**src/rtl/qtt_pkg.sv**
```systemverilog
package qtt_pkg;

    typedef enum logic [1:0] {
        ENT_FREE    = 2'd0,
        ENT_TRACK   = 2'd1,
        ENT_EXPIRED = 2'd2
    } ent_state_t;

    localparam logic CFG_SEL_WIDTH  = 1'b0;
    localparam logic CFG_SEL_STATUS = 1'b1;

endpackage

```
**src/rtl/qtt_timer.sv**
```systemverilog
module qtt_timer #(
    parameter int TIMER_W  = 24,
    parameter int PRESCALE = 8,
    parameter int WSEL_W   = 5
) (
    input  logic              clk,
    input  logic              rst_n,
    input  logic              restart_i,
    input  logic [WSEL_W-1:0] width_i,
    output logic              tick_o
);
    localparam int PRE_W = $clog2(PRESCALE);
    localparam logic [PRE_W-1:0] PRE_LAST = PRE_W'(PRESCALE - 1);

    logic [PRE_W-1:0]   presc_q;
    logic [TIMER_W-1:0] cnt_q;
    logic [TIMER_W-1:0] mask;
    logic               adv;

    assign adv = (presc_q == PRE_LAST);

    always_comb begin
        for (int i = 0; i < TIMER_W; i++) begin
            mask[i] = (WSEL_W'(i) < width_i);
        end
    end

    always_ff @(posedge clk) begin
        if (!rst_n || restart_i) begin
            presc_q <= '0;
            cnt_q   <= '0;
        end else if (adv) begin
            presc_q <= '0;
            cnt_q   <= cnt_q + TIMER_W'(1);
        end else begin
            presc_q <= presc_q + PRE_W'(1);
        end
    end

    assign tick_o = adv && !restart_i && ((cnt_q & mask) == mask);

endmodule

```
**src/rtl/qtt_entry.sv**
```systemverilog
module qtt_entry
    import qtt_pkg::*;
#(
    parameter int AGE_W      = 2,
    parameter int EXPIRE_AGE = 2
) (
    input  logic clk,
    input  logic rst_n,
    input  logic alloc_i,
    input  logic dealloc_i,
    input  logic tick_i,
    output logic valid_o,
    output logic expire_o
);
    localparam logic [AGE_W-1:0] AGE_LAST = AGE_W'(EXPIRE_AGE - 1);

    ent_state_t       state_q, state_d;
    logic [AGE_W-1:0] age_q, age_d;

    always_comb begin
        state_d = state_q;
        age_d   = age_q;
        unique case (state_q)
            ENT_FREE: begin
                if (alloc_i) begin
                    state_d = ENT_TRACK;
                    age_d   = '0;
                end
            end
            ENT_TRACK: begin
                if (alloc_i) begin
                    age_d = '0;
                end else if (dealloc_i) begin
                    state_d = ENT_FREE;
                    age_d   = '0;
                end else if (tick_i) begin
                    age_d = age_q + AGE_W'(1);
                    if (age_q == AGE_LAST) begin
                        state_d = ENT_EXPIRED;
                    end
                end
            end
            ENT_EXPIRED: begin
                if (alloc_i) begin
                    state_d = ENT_TRACK;
                    age_d   = '0;
                end else if (dealloc_i) begin
                    state_d = ENT_FREE;
                    age_d   = '0;
                end
            end
            default: begin
                state_d = ENT_FREE;
                age_d   = '0;
            end
        endcase
    end

    always_ff @(posedge clk) begin
        if (!rst_n) begin
            state_q <= ENT_FREE;
            age_q   <= '0;
        end else begin
            state_q <= state_d;
            age_q   <= age_d;
        end
    end

    always_comb begin
        valid_o  = (state_q != ENT_FREE);
        expire_o = (state_q == ENT_TRACK) && tick_i && !alloc_i
                   && !dealloc_i && (age_q == AGE_LAST);
    end

endmodule

```
**src/rtl/qtt_errlog.sv**
```systemverilog
module qtt_errlog #(
    parameter int N_ENTRIES = 16,
    parameter int IDX_W     = 4
) (
    input  logic                 clk,
    input  logic                 rst_n,
    input  logic [N_ENTRIES-1:0] expire_i,
    input  logic                 clear_i,
    output logic                 fatal_o,
    output logic [IDX_W-1:0]     idx_o
);
    logic             fatal_q;
    logic [IDX_W-1:0] idx_q;
    logic [IDX_W-1:0] low_idx;
    logic             any_exp;

    always_comb begin
        low_idx = '0;
        for (int i = N_ENTRIES - 1; i >= 0; i--) begin
            if (expire_i[i]) begin
                low_idx = IDX_W'(i);
            end
        end
    end

    assign any_exp = |expire_i;

    always_ff @(posedge clk) begin
        if (!rst_n) begin
            fatal_q <= 1'b0;
            idx_q   <= '0;
        end else begin
            fatal_q <= any_exp || (fatal_q && !clear_i);
            if (any_exp && (!fatal_q || clear_i)) begin
                idx_q <= low_idx;
            end
        end
    end

    assign fatal_o = fatal_q;
    assign idx_o   = idx_q;

endmodule

```
**src/rtl/qtimeout_tracker.sv**
```systemverilog
module qtimeout_tracker
    import qtt_pkg::*;
#(
    parameter int N_ENTRIES  = 16,
    parameter int TIMER_W    = 24,
    parameter int PRESCALE   = 8,
    parameter int MIN_W      = 8,
    parameter int AGE_W      = 2,
    parameter int EXPIRE_AGE = 2,
    parameter int IDX_W      = $clog2(N_ENTRIES),
    parameter int WSEL_W     = $clog2(TIMER_W + 1)
) (
    input  logic                 clk,
    input  logic                 rst_n,
    input  logic [N_ENTRIES-1:0] alloc_i,
    input  logic [N_ENTRIES-1:0] dealloc_i,
    input  logic                 cfg_we_i,
    input  logic                 cfg_addr_i,
    input  logic [WSEL_W-1:0]    cfg_wdata_i,
    output logic [N_ENTRIES-1:0] entry_valid_o,
    output logic                 fatal_o,
    output logic [IDX_W-1:0]     first_idx_o,
    output logic                 irq_o
);
    logic [WSEL_W-1:0]    width_q;
    logic [WSEL_W-1:0]    width_clamped;
    logic                 width_wr;
    logic                 clr_stat;
    logic                 tick;
    logic [N_ENTRIES-1:0] expire_vec;

    assign width_wr = cfg_we_i && (cfg_addr_i == CFG_SEL_WIDTH);
    assign clr_stat = cfg_we_i && (cfg_addr_i == CFG_SEL_STATUS) && cfg_wdata_i[0];

    always_comb begin
        if (cfg_wdata_i < WSEL_W'(MIN_W)) begin
            width_clamped = WSEL_W'(MIN_W);
        end else if (cfg_wdata_i > WSEL_W'(TIMER_W)) begin
            width_clamped = WSEL_W'(TIMER_W);
        end else begin
            width_clamped = cfg_wdata_i;
        end
    end

    always_ff @(posedge clk) begin
        if (!rst_n) begin
            width_q <= WSEL_W'(TIMER_W);
        end else if (width_wr) begin
            width_q <= width_clamped;
        end
    end

    qtt_timer #(
        .TIMER_W (TIMER_W),
        .PRESCALE(PRESCALE),
        .WSEL_W  (WSEL_W)
    ) u_timer (
        .clk      (clk),
        .rst_n    (rst_n),
        .restart_i(width_wr),
        .width_i  (width_q),
        .tick_o   (tick)
    );

    for (genvar g = 0; g < N_ENTRIES; g++) begin : g_slot
        qtt_entry #(
            .AGE_W     (AGE_W),
            .EXPIRE_AGE(EXPIRE_AGE)
        ) u_entry (
            .clk      (clk),
            .rst_n    (rst_n),
            .alloc_i  (alloc_i[g]),
            .dealloc_i(dealloc_i[g]),
            .tick_i   (tick),
            .valid_o  (entry_valid_o[g]),
            .expire_o (expire_vec[g])
        );
    end

    qtt_errlog #(
        .N_ENTRIES(N_ENTRIES),
        .IDX_W    (IDX_W)
    ) u_errlog (
        .clk     (clk),
        .rst_n   (rst_n),
        .expire_i(expire_vec),
        .clear_i (clr_stat),
        .fatal_o (fatal_o),
        .idx_o   (first_idx_o)
    );

    assign irq_o = fatal_o;

endmodule

```
**config.mk**
```make
export PLATFORM = sky130hd
export DESIGN_NAME = qtimeout_tracker
export DESIGN_NICKNAME = d
export VERILOG_FILES = /design/src/rtl/qtt_pkg.sv /design/src/rtl/qtt_timer.sv /design/src/rtl/qtt_entry.sv /design/src/rtl/qtt_errlog.sv /design/src/rtl/qtimeout_tracker.sv
export SDC_FILE = /design/constraint.sdc
export NUM_CORES = 1
export LEC_CHECK = 0
export BUFFER_PORTS_ARGS = -buffer_cell sky130_fd_sc_hd__clkbuf_2
export CORE_MARGIN = 5
export CORE_UTILIZATION = 46
export DETAILED_ROUTE_END_ITERATION = 16
export GPL_ROUTABILITY_DRIVEN = 0
export SLEW_MARGIN = 5
export SYNTH_ARGS = -nofsm -noshare
export SYNTH_HDL_FRONTEND = slang
export SYNTH_SLANG_ARGS = --single-unit
```
**constraint.sdc**
```tcl
create_clock -name clk -period 3.4 [get_ports clk]
set_input_delay 0.68 -clock clk [delete_from_list [all_inputs] [get_ports clk]]
set_output_delay 0.68 -clock clk [all_outputs]
set_load 0.01 [all_outputs]
```
## Yosys cells after proc, flatten, opt, wreduce, memory -nomap -nowiden

Index checks and enable logic that the tools add are counted.

| word-level totals | value |
|---|---|
| register bits after elaboration | 101 |
| latch bits | 0 |
| RAM bits | 0 |
| bits in read-only memories | 0 |
| input bits | 41 |
| output and inout port bits | 22 |
| logic and storage cells | 647 |
| memories kept | 0 |

| operators by class | value |
|---|---|
| $add $sub $neg | 18 |
| $mul | 0 |
| divide/modulo/power cells | 0 |
| magnitude comparators | 26 |
| eq/ne operators | 146 |
| shift operators | 0 |
| muxes and demuxes | 242 |
| bitwise logic cells | 2 |
| reduce and logical (&&, ||, !) cells | 176 |

Operators by type and width:

| cell | number |
|---|---|
| two-way mux 2 bit | 192 |
| case mux 2 bit (3 select lines) | 32 |
| != test 3 bit, second input constant | 47 |
| AND reduction 5 bit | 16 |
| logical AND 1 bit | 71 |
| == test 2 x 1 -> 1 bit, second input constant | 32 |
| two-way mux 4 bit | 16 |
| != test 2 bit, second input constant | 32 |
| != test 4 bit, second input constant | 15 |
| AND reduction 3 bit | 16 |
| less-than comparator 4 x 5 -> 1 bit, first input constant | 8 |
| less-than comparator 5 bit, first input constant | 8 |
| zero test 1 bit | 36 |
| adder 2 x 1 -> 2 bit, second input constant | 16 |
| == test 2 bit, second input constant | 16 |
| zero test 2 bit | 16 |
| nonzero test 2 bit | 16 |
| adder 24 x 1 -> 24 bit, second input constant | 1 |
| bitwise AND 24 bit | 1 |
| == test 24 bit | 1 |
| less-than comparator 3 x 5 -> 1 bit, first input constant | 4 |
| OR reduction 16 bit | 1 |
| less-than comparator 1 x 5 -> 1 bit, first input constant | 2 |
| less-than comparator 2 x 5 -> 1 bit, first input constant | 2 |
| 10 further kinds | 13 |

## Depth between registers and ports, before layout

| depth | value |
|---|---|
| depth in word-level cells | 25 |
| depth in mapped cells | 13 |
| depth with buffers taken out | 9 |

## Hierarchy

From an unflattened synthesis, not the netlist that was laid out.

| second synthesis, totals | value |
|---|---|
| cell total of the unflattened synthesis | 642 |
| area total of the unflattened synthesis | 5824.3 um^2 |

Modules (own cells, without submodules):

| module | instances | cells an instance | area each (um^2) | seq. area each (um^2) |
|---|---|---|---|---|
| qtt_entry | 16 | 24 | 234.0 | 80.1 |
| qtt_timer | 1 | 186 | 1512.7 | 540.5 |
| qtt_errlog | 1 | 46 | 349.1 | 100.1 |
| qtimeout_tracker | 1 | 26 | 219.0 | 100.1 |

## Least setup slack after synthesis

OpenSTA, ideal clock, no wires.

| path | value |
|---|---|
| path type | in2reg |
| from | input port cfg_addr_i |
| to | register g_slot[6].u_entry.age_q[1] |
| setup time | 87 ps |
| arrival time | 2331 ps |
| required time | 3313 ps |
| path slack | 982 ps |
| stages | 10 |
| buffers on the path | 3 |
| cell sequence | nand2b_1 -> clkbuf_1 -> o211ai_1 -> nor4_1 -> and3_1 -> buf_2 -> nand2_2 -> buf_6 -> or4_1 -> o31ai_1 |

| between the ends | value |
|---|---|
| word-level cells in the longest chain between the ends | 7 |

Ends and longest elaborated chain:

| item | RTL line | text |
|---|---|---|
| from (decl) | qtimeout_tracker.sv:18 | `input logic cfg_addr_i,` |
| NOT 1 bit | qtimeout_tracker.sv:32 | `assign width_wr = cfg_we_i && (cfg_addr_i == CFG_SEL_WIDTH);` |
| logical AND 1 bit | qtimeout_tracker.sv:32 |  |
| zero test 1 bit | qtt_timer.sv:40 | `assign tick_o = adv && !restart_i && ((cnt_q & mask) == mask);` |
| logical AND 1 bit (2 in a row) | qtt_timer.sv:40 |  |
| != test 4 bit (no source line) | - |  |
| AND reduction 3 bit (no source line) | - |  |
| to (signal assigned) | qtt_entry.sv:65 | `age_q <= age_d;` |
| to (decl) | qtt_entry.sv:18 | `logic [AGE_W-1:0] age_q, age_d;` |

Every way passes these cells.
A chain may end at the register's enable or synchronous reset.

## Final worst setup path

| path | value |
|---|---|
| from | register width_q[1] |
| to | register g_slot[5].u_entry.state_q[0] |

| between the ends | value |
|---|---|
| word-level cells in the longest chain between the ends | 6 |
| elaborated cells on any way between the ends | 29 |
| those cells by class | 24 x order compare; 2 x eq/ne; 1 x bitwise; 2 x reduce/logical |

Ends and longest elaborated chain:

| item | RTL line | text |
|---|---|---|
| from (decl) | qtimeout_tracker.sv:25 | `logic [WSEL_W-1:0] width_q;` |
| from (signal assigned) | qtimeout_tracker.sv:47 | `width_q <= WSEL_W'(TIMER_W);` |
| from (signal assigned) | qtimeout_tracker.sv:49 | `width_q <= width_clamped;` |
| less-than comparator 1 x 5 -> 1 bit (tied with other cells) | qtt_timer.sv:24 | `mask[i] = (WSEL_W'(i) < width_i);` |
| bitwise AND 24 bit | qtt_timer.sv:40 |  |
| == test 24 bit (*) | qtt_timer.sv:40 |  |
| logical AND 1 bit (*) | qtt_timer.sv:40 |  |
| != test 3 bit (no source line) (*) | - |  |
| AND reduction 5 bit (no source line) (*) | - |  |
| to (signal assigned) | qtt_entry.sv:64 | `state_q <= state_d;` |
| to (decl) | qtt_entry.sv:17 | `ent_state_t state_q, state_d;` |

Every way passes the cells marked *; elsewhere a longest branch is shown, timed or not.

==> flow_summary.yaml <==
outcome:
  status: "completed"
cts:
  cts_buffer_depth: 2
  clkTransAtPathRegs_ns: 0.07
  cts_buffers: 9
  h-tree-depth: 3
  cts_tree: "built"
  post_cts_buffers: 0
  ctsHoldBuffers: 0
  cts.sinks: 101
  worstSkewPairLatency_ns: 0.36
  clockRootBuffer: "clkbuf_16"
  cts_resized: 0
sta:
  hold_viol: 0
  tightest_slew_ns: 0.921
  setup_viol: 0
  slew_headroom_pct: 38.5
  min_period_ns: 2.69
  max_freq_ghz: 0.371
  fin_skew_ns: 0.00958
  rsz0062_at_grt: "no"
  setup_ws_ns: 0.707
  slew_viol_final: 0
  tns_ns: 0
  fin_crit_sh_pct: 79.2
route:
  drt_iter0_markers: 438
  num_vias: 5446
  met2_length_um: 6930
  ant_nets: 0
  via_per_inst: 5.84
  met3WireLength_um: 752
  finalWirelength_um: 14700
  wl_met1_um: 6670
  wire_per_inst_um: 15.7
  route.detailed.drc: 0
  top_layer: "met4"
  firstDrtPassIters: 5
worst_setup_path:
  endpoint: "g_slot[5].u_entry.state_q[0]$_SDFFE_PN0P_"
  critPathKind: "reg2reg"
  r2r_start: "width_q[1]$_SDFFE_PN0P_"
  worstPathRequired_ns: 3.66
  r2r_cells: 8
  cp.arrival_ns: 2.95
  r2r_end: "g_slot[5].u_entry.state_q[0]$_SDFFE_PN0P_"
  cp-startpoint: "width_q[1]$_SDFFE_PN0P_"
  end_kind: "flop"
  cp_max_fo: 23
  r2r_setup_slack_ns: 0.71
  crit_path_start_kind: "flop"
logic_synthesis:
  synth_cell_types: 62
  syn_nets: 779
  synth_flop_cell: "dfxtp_1"
  synth_edf_count: 0
  yosysTopAreaCell: "dfxtp_1"
  synth_top_area_share_pct: 34.8
  syn_inst: 719
  synth_seq_cells: 101
  synthTopCellsByArea: "dfxtp_1 (35%), ha_1 (4.1%), nor2_1 (4.1%)"
  synth_area_sq_um: 5820
  syn_area_per_cell_sq_um: 8.09
  async_reset_ff_share_pct: 0
  yosys_warnings: 0
  seq_area_frac_synth_pct: 34.8
pwr:
  ir_drop_v: 0.000279
  p_leak_nw: 2.38
  total_power_mw: 2.57
  power.density_nw_per_um2: 396
global_routing:
  grt_usage_pct: 20.1
  antenna_found_initial: 0
  overflow: 0
  grt_max_degree: 28
  grt_pass1_wl_um: 24200
  grt_pass1_vias: 5137
worst_hold_path:
  min_path_type: "reg2reg"
  whs_path_depth: 1
floorplan:
  rows: 41
  start_util_pct: 46.5
  die_h_um: 122
  io-pin-count: 63
  fp.coreArea_sq_um: 12500
  dieArea_sq_um: 15000
  die-width_um: 122
layout:
  drive_above_1_share_pct: 14.8
  fillCellCount: 1248
  antenna_cells: 0
  nNetsFinal: 816
  final_area_sq_um: 6470
  regArea_sq_um: 2020
  fin_cells: 933
  multi_input_comb_area_sq_um: 3340
  syn_to_final_growth_pct: 11.3
placed_design:
  numPortBuffers: 62
  place_inst: 917
  detailed_place_hpwl_um: 10600
  placed_cell_area_sq_um: 6150
  dp_slack_ns: 0.424
flow_run:
  max-cap-violations: 0
[Yosys cell counts (all sizes together) (2+ instances only)]
cell and n:
or2 17, a21o 2, a311oi 11, nor2b 12, mux2i 3, a211o 5, nand3b 4, o211ai 5
or3b 3, xor2 14, nand2b 27, o31a 5, o21ai 33, a31oi 20, or4 7, and2 2
nor3b 10, a21oi 42, xnor2 7, buf 31, dfxtp 101, nor4b 8, nor3 15, a22oi 11
clkbuf 17, nand4b 9, and3 10, o21a 2, a211oi 19, inv 45, and4 2, o22ai 3
nand4 11, ha 19, o31ai 7, o41ai 4, nor2 63, nand3 29, nand2 43, a2111oi 7
a32oi 2, or3 7, nor4 15
[routing by layer]
metal	up-vias	GRT usage [%]
met5	-	0
met2	135	33.4
met1	2588	25.7
met4	0	7.07
li1	2695	-
met3	28	4.56
[critical path, cell delays in order, from the launching register on]
cell and delay, ns:
dfxtp_1 0.59, nand3b_1 0.12, a2111oi_0 0.41, nor4_1 0.11
and3_1 0.35, and2_1 0.22, buf_4 0.22, a211o_1 0.31
a221oi_1 0.25
[cell usage in the layout, fill, tap and decap left out, types with 14 or more instances in the layout]
| cell type | synthesis | final |
|---|---|---|
| nand2_1 | 42 | 42 |
| inv_1 | 45 | 45 |
| o21ai_0 | 32 | 32 |
| nor4_1 | 15 | 15 |
| clkbuf_2 | 0 | 62 |
| a31oi_1 | 20 | 20 |
| xor2_1 | 14 | 14 |
| dfxtp_1 | 101 | 101 |
| nor3_1 | 14 | 14 |
| nand2b_1 | 27 | 27 |
| nor2_1 | 63 | 63 |
| nand3_1 | 29 | 29 |
| or2_2 | 17 | 17 |
| ha_1 | 19 | 19 |
| a21oi_1 | 42 | 42 |
| a211oi_1 | 19 | 19 |
[metrics by stage]
stage | utilization (%) | hold slack [ns]
2_1_floorplan | - | 0.404
6_report | 51.7 | 0.426
4_1_cts | 51.7 | 0.430
3_5_place_dp | 49.1 | 0.420
3_3_place_gp | 49.1 | 0.413
5_1_grt | 51.7 | 0.444
[cell type report]
cell class	count	share of cell area (%)
clock buffers	12	3.96
clock inverters	4	1.08
inverters	45	2.61
multi-input cells	525	51.6
flip-flops and latches	101	31.2
well taps	172	3.32
repair buffers	74	6.18
[worst min-delay path by stage]
| stage | start | endpoint | slack [ns] |
|---|---|---|---|
| after detailed placement | u_timer.presc_q[0]$_SDFF_PP0_ | u_timer.presc_q[0]$_SDFF_PP0_ | 0.42 |
| after CTS | u_timer.presc_q[0]$_SDFF_PP0_ | u_timer.presc_q[0]$_SDFF_PP0_ | 0.43 |
| final | u_timer.presc_q[0]$_SDFF_PP0_ | u_timer.presc_q[0]$_SDFF_PP0_ | 0.43 |
| after global routing | u_timer.presc_q[0]$_SDFF_PP0_ | u_timer.presc_q[0]$_SDFF_PP0_ | 0.44 |
| after floorplan | u_timer.presc_q[0]$_SDFF_PP0_ | u_timer.presc_q[0]$_SDFF_PP0_ | 0.40 |
| after global placement | u_timer.presc_q[0]$_SDFF_PP0_ | u_timer.presc_q[0]$_SDFF_PP0_ | 0.41 |
[where the power goes]
group          internal, mW  total, mW  switching [mW]  leakage, nW
combinational        0.0814      0.206           0.124         1.40
clock                 0.683       1.13           0.450        0.163
sequential             1.20       1.23          0.0272        0.819
[state kept, by name (all words and copies together) (netlist names)]
signal and cells:
g_slot.u_entry.age_q 32, g_slot.u_entry.state_q 32, u_timer.cnt_q 24, width_q 5, u_errlog.idx_o 4, u_timer.presc_q 3
u_errlog.fatal_o 1
[cell families after synthesis]
| logic type | share of synthesized area [%] |
|---|---|
| and+or+nand+nor | 27.6 |
| DFF | 34.8 |
| AOI/OAI and AO/OA | 21.9 |
| adders and majority gates | 4.09 |
| xor gates and xnor gates | 3.16 |
| muxes | 0.710 |
| buffers and inverters | 7.77 |
Note: power is estimated with default switching activity, not from simulation.
